===== src/rtl/lcdp_pkg.sv =====
package lcdp_pkg;
  localparam int LCDP_DW  = 8;
  localparam int LCDP_ACW = LCDP_DW - 1;
  localparam int LCDP_NIB = LCDP_DW / 2;

  typedef enum logic [1:0] {
    ACC_IWR  = 2'b00,
    ACC_STAT = 2'b01,
    ACC_DWR  = 2'b10,
    ACC_DRD  = 2'b11
  } acc_e;

  function automatic acc_e acc_kind(input logic rs, input logic rw);
    return acc_e'({rs, rw});
  endfunction

  function automatic logic is_width_cmd(input logic [LCDP_DW-1:0] b);
    return b[LCDP_DW-1:LCDP_DW-3] == 3'b001;
  endfunction

  function automatic logic [LCDP_NIB-1:0] nib_pick(input logic [LCDP_DW-1:0] b,
                                                   input logic lower);
    return lower ? b[LCDP_NIB-1:0] : b[LCDP_DW-1:LCDP_NIB];
  endfunction

  function automatic logic [LCDP_DW-1:0] pack_status(input logic busy,
                                                     input logic [LCDP_ACW-1:0] ac);
    return {busy, ac};
  endfunction
endpackage


===== src/rtl/lcdp_strobe_sync.sv =====
module lcdp_strobe_sync #(
  parameter int STAGES = 2
) (
  input  logic clk,
  input  logic rst_n,
  input  logic en_async,
  output logic en_level,
  output logic en_fall
);
  logic [STAGES-1:0] sh;
  logic              prev;

  for (genvar g = 0; g < STAGES; g++) begin : g_stage
    if (g == 0) begin : g_first
      always_ff @(posedge clk or negedge rst_n)
        if (!rst_n) sh[g] <= 1'b0;
        else        sh[g] <= en_async;
    end else begin : g_next
      always_ff @(posedge clk or negedge rst_n)
        if (!rst_n) sh[g] <= 1'b0;
        else        sh[g] <= sh[g-1];
    end
  end

  always_ff @(posedge clk or negedge rst_n)
    if (!rst_n) prev <= 1'b0;
    else        prev <= sh[STAGES-1];

  assign en_level = sh[STAGES-1];
  assign en_fall  = prev & ~sh[STAGES-1];
endmodule


===== src/rtl/lcdp_xfer_ctl.sv =====
module lcdp_xfer_ctl
  import lcdp_pkg::*;
(
  input  logic               clk,
  input  logic               rst_n,
  input  logic               fall,
  input  logic               rs,
  input  logic               rw,
  input  logic [LCDP_DW-1:0] din,
  output logic               wide,
  output logic               phase,
  output logic               cmd_valid,
  output logic               cmd_is_data,
  output logic [LCDP_DW-1:0] cmd_byte,
  output logic               fetch_req
);
  logic [LCDP_NIB-1:0] hi_q;
  logic [LCDP_DW-1:0]  assembled;
  logic                byte_done;
  logic                first_half;
  acc_e                kind;

  assign kind       = acc_kind(rs, rw);
  assign assembled  = wide ? din : {hi_q, nib_pick(din, 1'b0)};
  assign byte_done  = fall & (wide | phase);
  assign first_half = fall & ~wide & ~phase;

  always_ff @(posedge clk or negedge rst_n) begin
    if (!rst_n) begin
      wide        <= 1'b1;
      phase       <= 1'b0;
      hi_q        <= '0;
      cmd_valid   <= 1'b0;
      cmd_is_data <= 1'b0;
      cmd_byte    <= '0;
      fetch_req   <= 1'b0;
    end else begin
      cmd_valid <= 1'b0;
      fetch_req <= 1'b0;
      if (first_half) begin
        hi_q  <= nib_pick(din, 1'b0);
        phase <= 1'b1;
      end
      if (byte_done) begin
        phase <= 1'b0;
        case (kind)
          ACC_IWR: begin
            cmd_valid   <= 1'b1;
            cmd_is_data <= 1'b0;
            cmd_byte    <= assembled;
            if (is_width_cmd(assembled)) begin
              wide <= assembled[LCDP_NIB];
              if (assembled[LCDP_NIB] != wide) phase <= 1'b0;
            end
          end
          ACC_DWR: begin
            cmd_valid   <= 1'b1;
            cmd_is_data <= 1'b1;
            cmd_byte    <= assembled;
          end
          ACC_DRD:  fetch_req <= 1'b1;
          default:  ;
        endcase
      end
    end
  end
endmodule


===== src/rtl/lcdp_read_path.sv =====
module lcdp_read_path
  import lcdp_pkg::*;
(
  input  logic                clk,
  input  logic                rst_n,
  input  logic                fetch_valid,
  input  logic [LCDP_DW-1:0]  fetch_data,
  input  logic                busy,
  input  logic [LCDP_ACW-1:0] ac,
  input  logic                rs,
  input  logic                rw,
  input  logic                level,
  input  logic                wide,
  input  logic                phase,
  output logic [LCDP_DW-1:0]  dout,
  output logic                oe
);
  logic [LCDP_DW-1:0] data_q;
  logic [LCDP_DW-1:0] full;

  always_ff @(posedge clk or negedge rst_n)
    if (!rst_n)           data_q <= '0;
    else if (fetch_valid) data_q <= fetch_data;

  assign full = rs ? data_q : pack_status(busy, ac);
  assign oe   = level & rw;

  always_comb begin
    if (!oe)       dout = '0;
    else if (wide) dout = full;
    else           dout = {nib_pick(full, phase), {LCDP_NIB{1'b0}}};
  end
endmodule


===== src/rtl/lcdp_host_port.sv =====
module lcdp_host_port
  import lcdp_pkg::*;
#(
  parameter int SYNC_STAGES = 2
) (
  input  logic                clk,
  input  logic                rst_n,
  input  logic                bus_rs,
  input  logic                bus_rw,
  input  logic                bus_en,
  input  logic [LCDP_DW-1:0]  bus_din,
  output logic [LCDP_DW-1:0]  bus_dout,
  output logic                bus_oe,
  output logic                cmd_valid,
  output logic                cmd_is_data,
  output logic [LCDP_DW-1:0]  cmd_byte,
  output logic                fetch_req,
  input  logic                fetch_valid,
  input  logic [LCDP_DW-1:0]  fetch_data,
  input  logic                exec_busy,
  input  logic [LCDP_ACW-1:0] exec_ac
);
  logic strobe_level;
  logic strobe_fall;
  logic wide_mode;
  logic nib_phase;

  lcdp_strobe_sync #(.STAGES(SYNC_STAGES)) u_sync (
    .clk(clk), .rst_n(rst_n), .en_async(bus_en),
    .en_level(strobe_level), .en_fall(strobe_fall)
  );

  lcdp_xfer_ctl u_xfer (
    .clk(clk), .rst_n(rst_n), .fall(strobe_fall),
    .rs(bus_rs), .rw(bus_rw), .din(bus_din),
    .wide(wide_mode), .phase(nib_phase),
    .cmd_valid(cmd_valid), .cmd_is_data(cmd_is_data),
    .cmd_byte(cmd_byte), .fetch_req(fetch_req)
  );

  lcdp_read_path u_read (
    .clk(clk), .rst_n(rst_n),
    .fetch_valid(fetch_valid), .fetch_data(fetch_data),
    .busy(exec_busy), .ac(exec_ac),
    .rs(bus_rs), .rw(bus_rw), .level(strobe_level),
    .wide(wide_mode), .phase(nib_phase),
    .dout(bus_dout), .oe(bus_oe)
  );
endmodule


===== config.mk =====
export PLATFORM = sky130hd
export DESIGN_NAME = lcdp_host_port
export DESIGN_NICKNAME = d
export VERILOG_FILES = /design/src/rtl/lcdp_pkg.sv /design/src/rtl/lcdp_strobe_sync.sv /design/src/rtl/lcdp_xfer_ctl.sv /design/src/rtl/lcdp_read_path.sv /design/src/rtl/lcdp_host_port.sv
export SDC_FILE = /design/constraint.sdc
export NUM_CORES = 1
export LEC_CHECK = 0
export ABC_AREA = 1
export ABC_CLOCK_PERIOD_IN_PS = 3940
export CORE_ASPECT_RATIO = 0.6
export CORE_MARGIN = 1
export CORE_UTILIZATION = 35
export CTS_CLUSTER_DIAMETER = 40
export CTS_CLUSTER_SIZE = 24
export DETAILED_ROUTE_END_ITERATION = 6
export DONT_BUFFER_PORTS = 1
export GPL_TIMING_DRIVEN = 0
export PLACE_DENSITY = 0.61
export SYNTH_ARGS = -nofsm -noshare
export SYNTH_HDL_FRONTEND = slang
export SYNTH_HIERARCHICAL = 1
export SYNTH_SLANG_ARGS = --single-unit

===== constraint.sdc =====
create_clock -name clk -period 3.94 [get_ports clk]
set_clock_uncertainty 0.1 [all_clocks]
set_input_delay 0.197 -clock clk [delete_from_list [all_inputs] [get_ports clk]]
set_output_delay 0.197 -clock clk [all_outputs]
set_load 0.01 [all_outputs]

==> results.cfg, run 1 <==
[yosys]
synth_edf_count = 0
netlist_area_um2 = 1400
synth_commonest_cells = 55 x nand2_1, 27 x dfrtp_1, 18 x nor2_1
yosysUniqueCellTypes = 22
synth_warnings = 6
synth-seq-area-share_pct = 50.2
synth.most_common_cell = nand2_1
synth_ff_type = dfrtp_1
postSynth.asyncResetShare_pct = 100
syn_inst = 158
synth_top_cells_by_area = dfrtp_1 48%, nand2_1 15%, nor2_1 4.8%
synth.avg_cell_area_um2 = 8.85
synth_fp_nets = 188
synth_seq_cells = 28
yosysTopAreaCell = dfrtp_1
netlist.area_leader.share_pct = 48.3

[cts]
clk_pin_slew_worst_paths_ns = 0.09
clk_path_buf_depth = 2
htree_num_levels = 1
root_buffer = clkbuf_8
clk_latency_ns = 0.27
numCtsBuffers = 3
ctsResizeCount = 0
clkSinkCount = 28
cts_tree = built

[placed_design]
dpl_cell_area_um2 = 1460
pre_cts_ws_ns = 2.47
globalplace.congestion = 0.721
dp_cells = 205
dp_hpwl_mm = 2.16
io_buffers = 0

[timing]
finalHoldViolCount = 0
setup_slack_ns = 2.26
fin_setup_tns_ns = 0
max_clock_freq_ghz = 0.594
report.final.slew_viol_count = 0
worst_hold_slack_ns = 0.0213
min_period_over_period_pct = 42.7
rsz0062_at_grt = false
setup_viol_count_final = 0
fin_crit_ns = 1.68
slew_headroom_pct = 76.6
tightest_slew_ns = 0.347

[power]
ir_drop_v = 0.000205
totalPowerFinal_mw = 0.792
leakagePower_nw = 0.835
power_density_nw_per_um2 = 463

[final_layout]
synthToLayoutAreaGrowth_pct = 22.2
antenna_cells = 0
utilization_pct = 45.7
fillers = 351
multi_input_area_um2 = 591
final_cell_area_um2 = 1710
final_cell_count_no_fill = 226
drive_gt1_share_pct = 17.9
nets = 210
regArea_um2 = 702

[floorplan]
initial_utilization_pct = 37.4
placementRows = 17
io-pin-count = 50
die_w_um = 83.6
dieArea_um2 = 4260
chipHeight_um = 51.0
core-area_um2 = 3740

[global_routing]
grt_overflow = 0
grt_pass1_vias = 1078
grt_usage_pct = 15.1
grt_first_pass_wirelength_mm = 4.97
antenna_found_initial = 0
grt_max_degree = 29

[route]
wl_per_cell_um = 13.3
first_iter_violations = 79
num_vias = 1106
drt-vias-per-instance = 4.89
drc = 0
wl_mm = 3.01
wl_met2_mm = 1.45
first_pass_iters = 4
top_layer = met4
dr_wl_met3_um = 195
m1WireLength_mm = 1.34
antenna_left = 0

[worst_setup_path]
startpoint_type = flop
r2r_end = u_xfer/cmd_byte[3]
critPathCaptureType = output pin
path_class = reg -> out
crit_start = u_xfer/wide
rr_worst_depth = 7
cp.arrival_ns = 1.39
reg2reg_slack_ns = 2.45
regToRegStartpoint = u_xfer/wide
worstPathRequired_ns = 3.64
critPathMaxFanout = 8
endpoint = bus_dout[6]

[run_status]
status = finished clean

[run]
drv_cap = 0

[hold_path]
min_path_type = in -> reg
[how the worst min path moves through the flow]
stage	cells after the start	startpoint	slack, ns	to
after CTS	2	bus_din[0]	0.006	u_xfer/cmd_byte[0]
after global placement	0	rst_n	-0.20	u_xfer/cmd_byte[2]
final	2	bus_din[6]	0.02	u_xfer/cmd_byte[2]
after global routing	2	bus_din[6]	0.02	u_xfer/cmd_byte[2]
after floorplan	0	rst_n	-0.20	u_read/data_q[0]
after detailed placement	0	rst_n	-0.20	u_xfer/hi_q[2]
[sequential cells by signal (all words and copies together), names as in the netlist]
name / count
u_xfer/hi_q: 4
u_xfer/phase: 1
u_read/data_q: 8
u_xfer/cmd_is_data: 1
u_sync/sh: 1
u_xfer/wide: 1
u_sync/prev: 1
u_xfer/cmd_byte: 8
u_xfer/fetch_req: 1
u_xfer/cmd_valid: 1
u_sync/en_level: 1
[repair_timing]
action                     4_1_cts  5_1_grt
hold buffers                    17        0
setup buffers                    0        0
hold endpoints to repair        45        0
setup endpoints to repair        0        0
[where the power goes]
part	total [mW]	switching [mW]	internal, mW
combinational	0.182	0.106	0.0758
sequential	0.387	0.0476	0.339
clock	0.223	0.0872	0.136
total	0.792	0.241	0.551
[layer usage]
metal  global-route usage [%]  vias up
li1                         -      541
met1                     18.6      530
met2                     24.9       33
met3                     5.01        2
met4                     5.93        0
met5                        0        -
[critical path, stage by stage (launching register included)]
cell,delay (ns)
dfstp_2,0.57
inv_1,0.05
nand2_1,0.19
nand3_1,0.13
nand2_1,0.10
nor2_1,0.07
[layout make-up]
class	count	share of cell area, %
Clock inverter	1	1.76
Multi-Input combinational cell	113	34.6
Clock buffer	3	2.42
Sequential cell	28	41.1
Timing Repair Buffer	17	10.5
Buffer	4	2.64
Inverter	13	3.59
Tap cell	47	3.44
[layout by cell type, fill, tap and decap left out, drive strengths merged, types with 3 or more instances in the layout]
master and n:
inv 13, o31ai 4, o21ai 6, buf 5, mux2 8, clkbuf 3, nor2 21, a21oi 6
dlygate4sd3 16, nand2 61, nand3 7, dfrtp 27
[cells by family (layout without fill, tap and decap cells)]
kind of cell | after synthesis | count (layout) | share of synthesized area, %
buffers and inverters | 17 | 38 | 7.60
and+or+nand+nor | 89 | 89 | 27.7
DFF | 28 | 28 | 50.2
AOI/OAI and AO/OA | 16 | 16 | 6.98
muxes | 8 | 8 | 7.51
No activity file was read; power rests on OpenSTA's default activity.
==> run 2: changes to the inputs <==
--- a/config.mk
+++ b/config.mk
@@ -5,8 +5,8 @@
 export SDC_FILE = /design/constraint.sdc
 export NUM_CORES = 1
 export LEC_CHECK = 0
-export ABC_AREA = 1
-export ABC_CLOCK_PERIOD_IN_PS = 3940
+export ABC_AREA = 0
+export ABC_CLOCK_PERIOD_IN_PS = 1700
 export CORE_ASPECT_RATIO = 0.6
 export CORE_MARGIN = 1
 export CORE_UTILIZATION = 35
==> constraint.sdc (replaced) <==
create_clock -name clk -period 1.7 [get_ports clk]
set_clock_uncertainty 0.1 [all_clocks]
set_input_delay 0.085 -clock clk [delete_from_list [all_inputs] [get_ports clk]]
set_output_delay 0.085 -clock clk [all_outputs]
set_load 0.01 [all_outputs]
==> results.cfg, run 2 <==
[run_status]
status = finished clean

[final_layout]
synthToLayoutAreaGrowth_pct = 26.7
antenna_cells = 0
drive_gt1_share_pct = 24.0
nets = 152
final_cell_count_no_fill = 166
utilization_pct = 49.1
largestRegisters = u_read/data_q: 8 flops, u_xfer/cmd_byte: 8 flops, u_xfer/hi_q: 4 flops
layout_common_cells = 27 x dfrtp_1, 20 x dlygate4sd3_1, 16 x mux2_1
final_common_cell = dfrtp_1

[timing]
report.final.slew_viol_count = 0
max_clock_freq_ghz = 0.617
worst_hold_slack_ns = 0.00700
setup_viol_count_final = 0
fin_setup_tns_ns = 0
min_period_over_period_pct = 95.4
tightest_slew_ns = 0.308
finalHoldViolCount = 0
rsz0062_at_grt = false
fin_crit_ns = 1.62
slew_headroom_pct = 79.4

[floorplan]
initial_utilization_pct = 38.7
core-area_um2 = 3420
die_w_um = 81.5
chipHeight_um = 49.7
dieArea_um2 = 4050
placementRows = 16
io-pin-count = 50

[yosys]
synth_edf_count = 0
synth_seq_cells = 28
yosysTopAreaCell = dfrtp_1
netlist.area_leader.share_pct = 50.9
netlist_area_um2 = 1330
synth_commonest_cells = 27 x dfrtp_1, 16 x mux2_1, 13 x mux2_2
synth_warnings = 6
synth_top_cells_by_area = dfrtp_1 51%, mux2_1 14%, mux2_2 11%
postSynth.asyncResetShare_pct = 100
synth_ff_type = dfrtp_1
yosysUniqueCellTypes = 22
syn_inst = 96
synth.avg_cell_area_um2 = 13.8
synth-seq-area-share_pct = 52.9
synth.most_common_cell = dfrtp_1
synth_fp_nets = 126

[power]
intPower_mw = 1.44
seqPwrFrac_pct = 52.7
p_switching_mw = 0.585
p_clk_share_pct = 25.6
ir_drop_v = 0.000553
power_density_nw_per_um2 = 1200
leakagePower_nw = 0.718
swShare_pct = 28.9
p_comb_share_pct = 21.7
totalPowerFinal_mw = 2.02

[worst_setup_path]
path_class = reg -> reg
cp.arrival_ns = 1.68
critPathMaxFanout = 10
startpoint_type = flop
worstPathRequired_ns = 1.76
critPathCaptureType = flop

[global_routing]
grt_overflow = 0
grt_first_pass_wirelength_mm = 4.62
grt_pass1_vias = 874
grt_max_degree = 29
grt_usage_pct = 15.2
antenna_found_initial = 0

[cts]
clk_pin_slew_worst_paths_ns = 0.10
clkSinkCount = 28
clk_path_buf_depth = 2
htree_num_levels = 1
numCtsBuffers = 3
root_buffer = clkbuf_8
clk_latency_ns = 0.27
cts_tree = built

[route]
antenna_left = 0
num_vias = 831
drc = 0
wl_mm = 2.65
drt-vias-per-instance = 5.01
first_pass_iters = 4
wl_per_cell_um = 16.0
first_iter_violations = 38

[placed_design]
io_buffers = 0
dp_hpwl_mm = 1.86
dp_cells = 141
globalplace.congestion = 0.736

[hold_path]
min_path_type = in -> reg

[run]
drv_cap = 0
==> run 2: cell types whose count changed in the layout (fill, tap and decap cells not counted), moves of 4 or more <==
cell           previous run  this run
nand2_1                  55         3
mux2_1                    0        16
nor2_1                   18         7
inv_1                    11         2
mux2_2                    4        13
mux2i_1                   0         8
a21oi_1                   5         0
nand2_2                   5         0
nand3_1                   6         1
dlygate4sd3_1            16        20
mux2_4                    4         0
o22ai_1                   0         4
==> run 2: area by class of cell <==
class                      instances  area, µm²
fill                             314       1740
multi-input combinational         63        589
timing repair buffer              21        220
clock inverter                     1       30.0
inverter                           2       7.51
tap                               45       56.3
clock buffer                       3       41.3
buffer                             3       33.8
sequential                        28        702
==> run 2: cell families after synthesis <==
group	synth area share [%]
AO/OA/AOI/OAI	5.38
buffers and inverters	2.64
flip-flops	52.9
multiplexers	30.7
AND/OR/NAND/NOR	8.40
==> run 2: final timing paths <==
path                                    from                  to  slack (ns)  cells after the start
worst min register to register  u_sync/sh[0]     u_sync/en_level        0.26                      0
max in group asynchronous              rst_n         u_xfer/wide        1.13                      2
worst min-delay path             fetch_valid    u_read/data_q[7]       0.007                      2
worst max-delay path             u_xfer/wide  u_xfer/cmd_byte[0]        0.08                      3
min in group asynchronous              rst_n  u_xfer/cmd_byte[2]        0.13                      2
worst max register to register   u_xfer/wide  u_xfer/cmd_byte[0]        0.08                      3
==> run 2: timing repair <==
action,CTS,global route
hold buffers,21,0
buffers inserted,0,0
hold endpoints to repair,53,0
resized for setup,1,1
setup endpoints to repair,4,3
==> run 2: per-layer routing <==
layer	GRT usage, %	part of all wire [%]	up-vias
li1	-	-	400
met4	2.98	0.79	0
met3	4.81	3.8	2
met1	21.0	48	414
met2	23.2	48	15
met5	0	0	-
==> run 2: metrics by stage <==
step | worst slack, ns | area (µm²)
global placement | -0.000685 | 1380
global route | 0.0164 | 1680
finish | 0.0790 | 1680
floorplan | 0.0894 | 1330
detailed placement | -0.0285 | 1380
CTS | 0.0269 | 1680
==> run 2: power groups by stage <==
| stage | clock network (mW) | registers (mW) | logic, mW |
|---|---|---|---|
| after CTS | 0.530 | 1.07 | 0.439 |
| after global placement | 0 | 1.07 | 0.356 |
| after floorplan | 0 | 1.03 | 0.325 |
| after global routing | 0.564 | 1.10 | 0.482 |
| final | 0.519 | 1.07 | 0.438 |
| after detailed placement | 0 | 1.08 | 0.373 |
==> run 2: worst max-delay path: stages (launching register included) <==
cell and delay (ns):
dfstp_2 0.61, buf_6 0.17, mux2_1 0.33, mux2_1 0.30
==> run 3: changes to the inputs <==
--- a/config.mk
+++ b/config.mk
@@ -15,6 +15,7 @@
 export DETAILED_ROUTE_END_ITERATION = 6
 export DONT_BUFFER_PORTS = 1
 export GPL_TIMING_DRIVEN = 0
+export HOLD_SLACK_MARGIN = 0.02
 export PLACE_DENSITY = 0.61
 export SYNTH_ARGS = -nofsm -noshare
 export SYNTH_HDL_FRONTEND = slang
==> results.cfg, run 3 (synthesized netlist as in run 2, its figures left out) <==
[floorplan]
dieArea_um2 = 4050
core-area_um2 = 3420
placementRows = 16
io-pin-count = 50
initial_utilization_pct = 38.7
die_w_um = 81.5
chipHeight_um = 49.7

[timing]
finalHoldViolCount = 0
slew_headroom_pct = 79.4
fin_crit_ns = 1.62
tightest_slew_ns = 0.308
min_period_over_period_pct = 95.5
report.final.slew_viol_count = 0
setup_viol_count_final = 0
fin_setup_tns_ns = 0
max_clock_freq_ghz = 0.616
rsz0062_at_grt = false
worst_hold_slack_ns = 0.0403
setup_slack_ns = 0.0767

[route]
drt-vias-per-instance = 4.95
wl_mm = 2.80
drc = 0
first_iter_violations = 32
antenna_left = 0
first_pass_iters = 4
wl_per_cell_um = 16.1
num_vias = 861

[power]
p_switching_mw = 0.594
swShare_pct = 28.9
ir_drop_v = 0.000552
intPower_mw = 1.46
p_comb_share_pct = 22.8
leakagePower_nw = 0.752
seqPwrFrac_pct = 51.9
p_clk_share_pct = 25.3
power_density_nw_per_um2 = 1170

[placed_design]
io_buffers = 0
dp_hpwl_mm = 1.86
dpl_cell_area_um2 = 1380
globalplace.congestion = 0.736
pre_cts_ws_ns = -0.0285

[global_routing]
grt_max_degree = 29
antenna_found_initial = 0
grt_overflow = 0
grt_usage_pct = 16.0
grt_pass1_vias = 908
grt_first_pass_wirelength_mm = 4.82

[final_layout]
final_cell_area_um2 = 1760
layout_common_cells = 28 x dlygate4sd3_1, 27 x dfrtp_1, 16 x mux2_1
final_common_cell = dlygate4sd3_1
drive_gt1_share_pct = 22.5
utilization_pct = 51.4
synthToLayoutAreaGrowth_pct = 32.7
antenna_cells = 0
largestRegisters = u_read/data_q: 8 flops, u_xfer/cmd_byte: 8 flops, u_xfer/hi_q: 4 flops
nets = 160

[worst_setup_path]
critPathMaxFanout = 10
startpoint_type = flop
worstPathCellList = buf_6 -> mux2_1 -> mux2_1
path_buf_inv = 1
crit_family = flip-flops
path_class = reg -> reg
worstPathRequired_ns = 1.76
critPathMaxStageDelay_ns = 0.62
cp.arrival_ns = 1.68
critPathCaptureType = flop
slowest_stage = dfstp_2
crit_path_frequent_cell = mux2_1

[cts]
htree_num_levels = 1
clk_latency_ns = 0.27
clk_pin_slew_worst_paths_ns = 0.09
cts_tree = built
numCtsBuffers = 3
clk_path_buf_depth = 2
postCtsSetupBuffers = 0
clkSinkCount = 28
root_buffer = clkbuf_8

[hold_path]
min_path_type = in -> reg

[run_status]
status = finished clean

[run]
drv_cap = 0
[run 3: changes by cell type in the layout (fill, tap and decap cells not counted)]
cell           delta
dlygate4sd3_1     +8
[run 3: worst min-delay path, delay by kind of cell]
family           cells  cell delay (ns)
AO/OA/AOI/OAI        2             0.12
AND/OR/NAND/NOR      1             0.17
[run 3: cell type report]
cell class	count	area, µm²
sequential	28	702
clock inverter	1	30.0
timing repair buffer	29	300
tap	45	56.3
multi-input combinational	63	589
inverter	2	7.51
buffer	3	33.8
clock buffer	3	41.3
fill	309	1660
[run 3: final timing paths]
kind	from	to	slack [ns]	cells past startpoint
setup reg to reg	u_xfer/wide	u_xfer/cmd_byte[0]	0.08	3
setup / recovery	u_xfer/wide	u_xfer/cmd_byte[0]	0.08	3
min in group asynchronous	rst_n	u_xfer/cmd_byte[2]	0.13	2
hold / removal	bus_din[5]	u_xfer/wide	0.04	3
hold reg to reg	u_sync/sh[0]	u_sync/en_level	0.26	0
max in group asynchronous	rst_n	u_xfer/wide	1.13	2
[run 3: timing repair]
item / 4_1_cts / 5_1_grt
hold endpoints to repair: 53 / 0
gates resized for setup: 1 / 1
pin swaps: 0 / 0
endpoints found under the setup margin: 4 / 3
hold buffers: 29 / 0
[run 3: stage by stage]
stage | power [mW] | std cells
floorplan | 1.36 | 96
global placement | 1.43 | 141
detailed placement | 1.45 | 141
CTS | 2.06 | 174
global route | 2.18 | 174
finish | 2.06 | 174
[run 3: layer usage]
metal | GRT usage [%] | vias to the layer above | part of all wire, %
met5 | 0 | - | 0
met4 | 3.57 | 0 | 0.75
met3 | 4.81 | 2 | 4.1
met2 | 24.9 | 17 | 50
met1 | 21.7 | 428 | 45
li1 | - | 414 | -
[run 3: power groups by stage]
stage / clock network (mW) / registers [mW] / logic, mW
CTS: 0.530 / 1.07 / 0.466
floorplan: 0 / 1.03 / 0.325
detailed placement: 0 / 1.08 / 0.373
global route: 0.564 / 1.10 / 0.514
global placement: 0 / 1.07 / 0.356
finish: 0.520 / 1.07 / 0.469
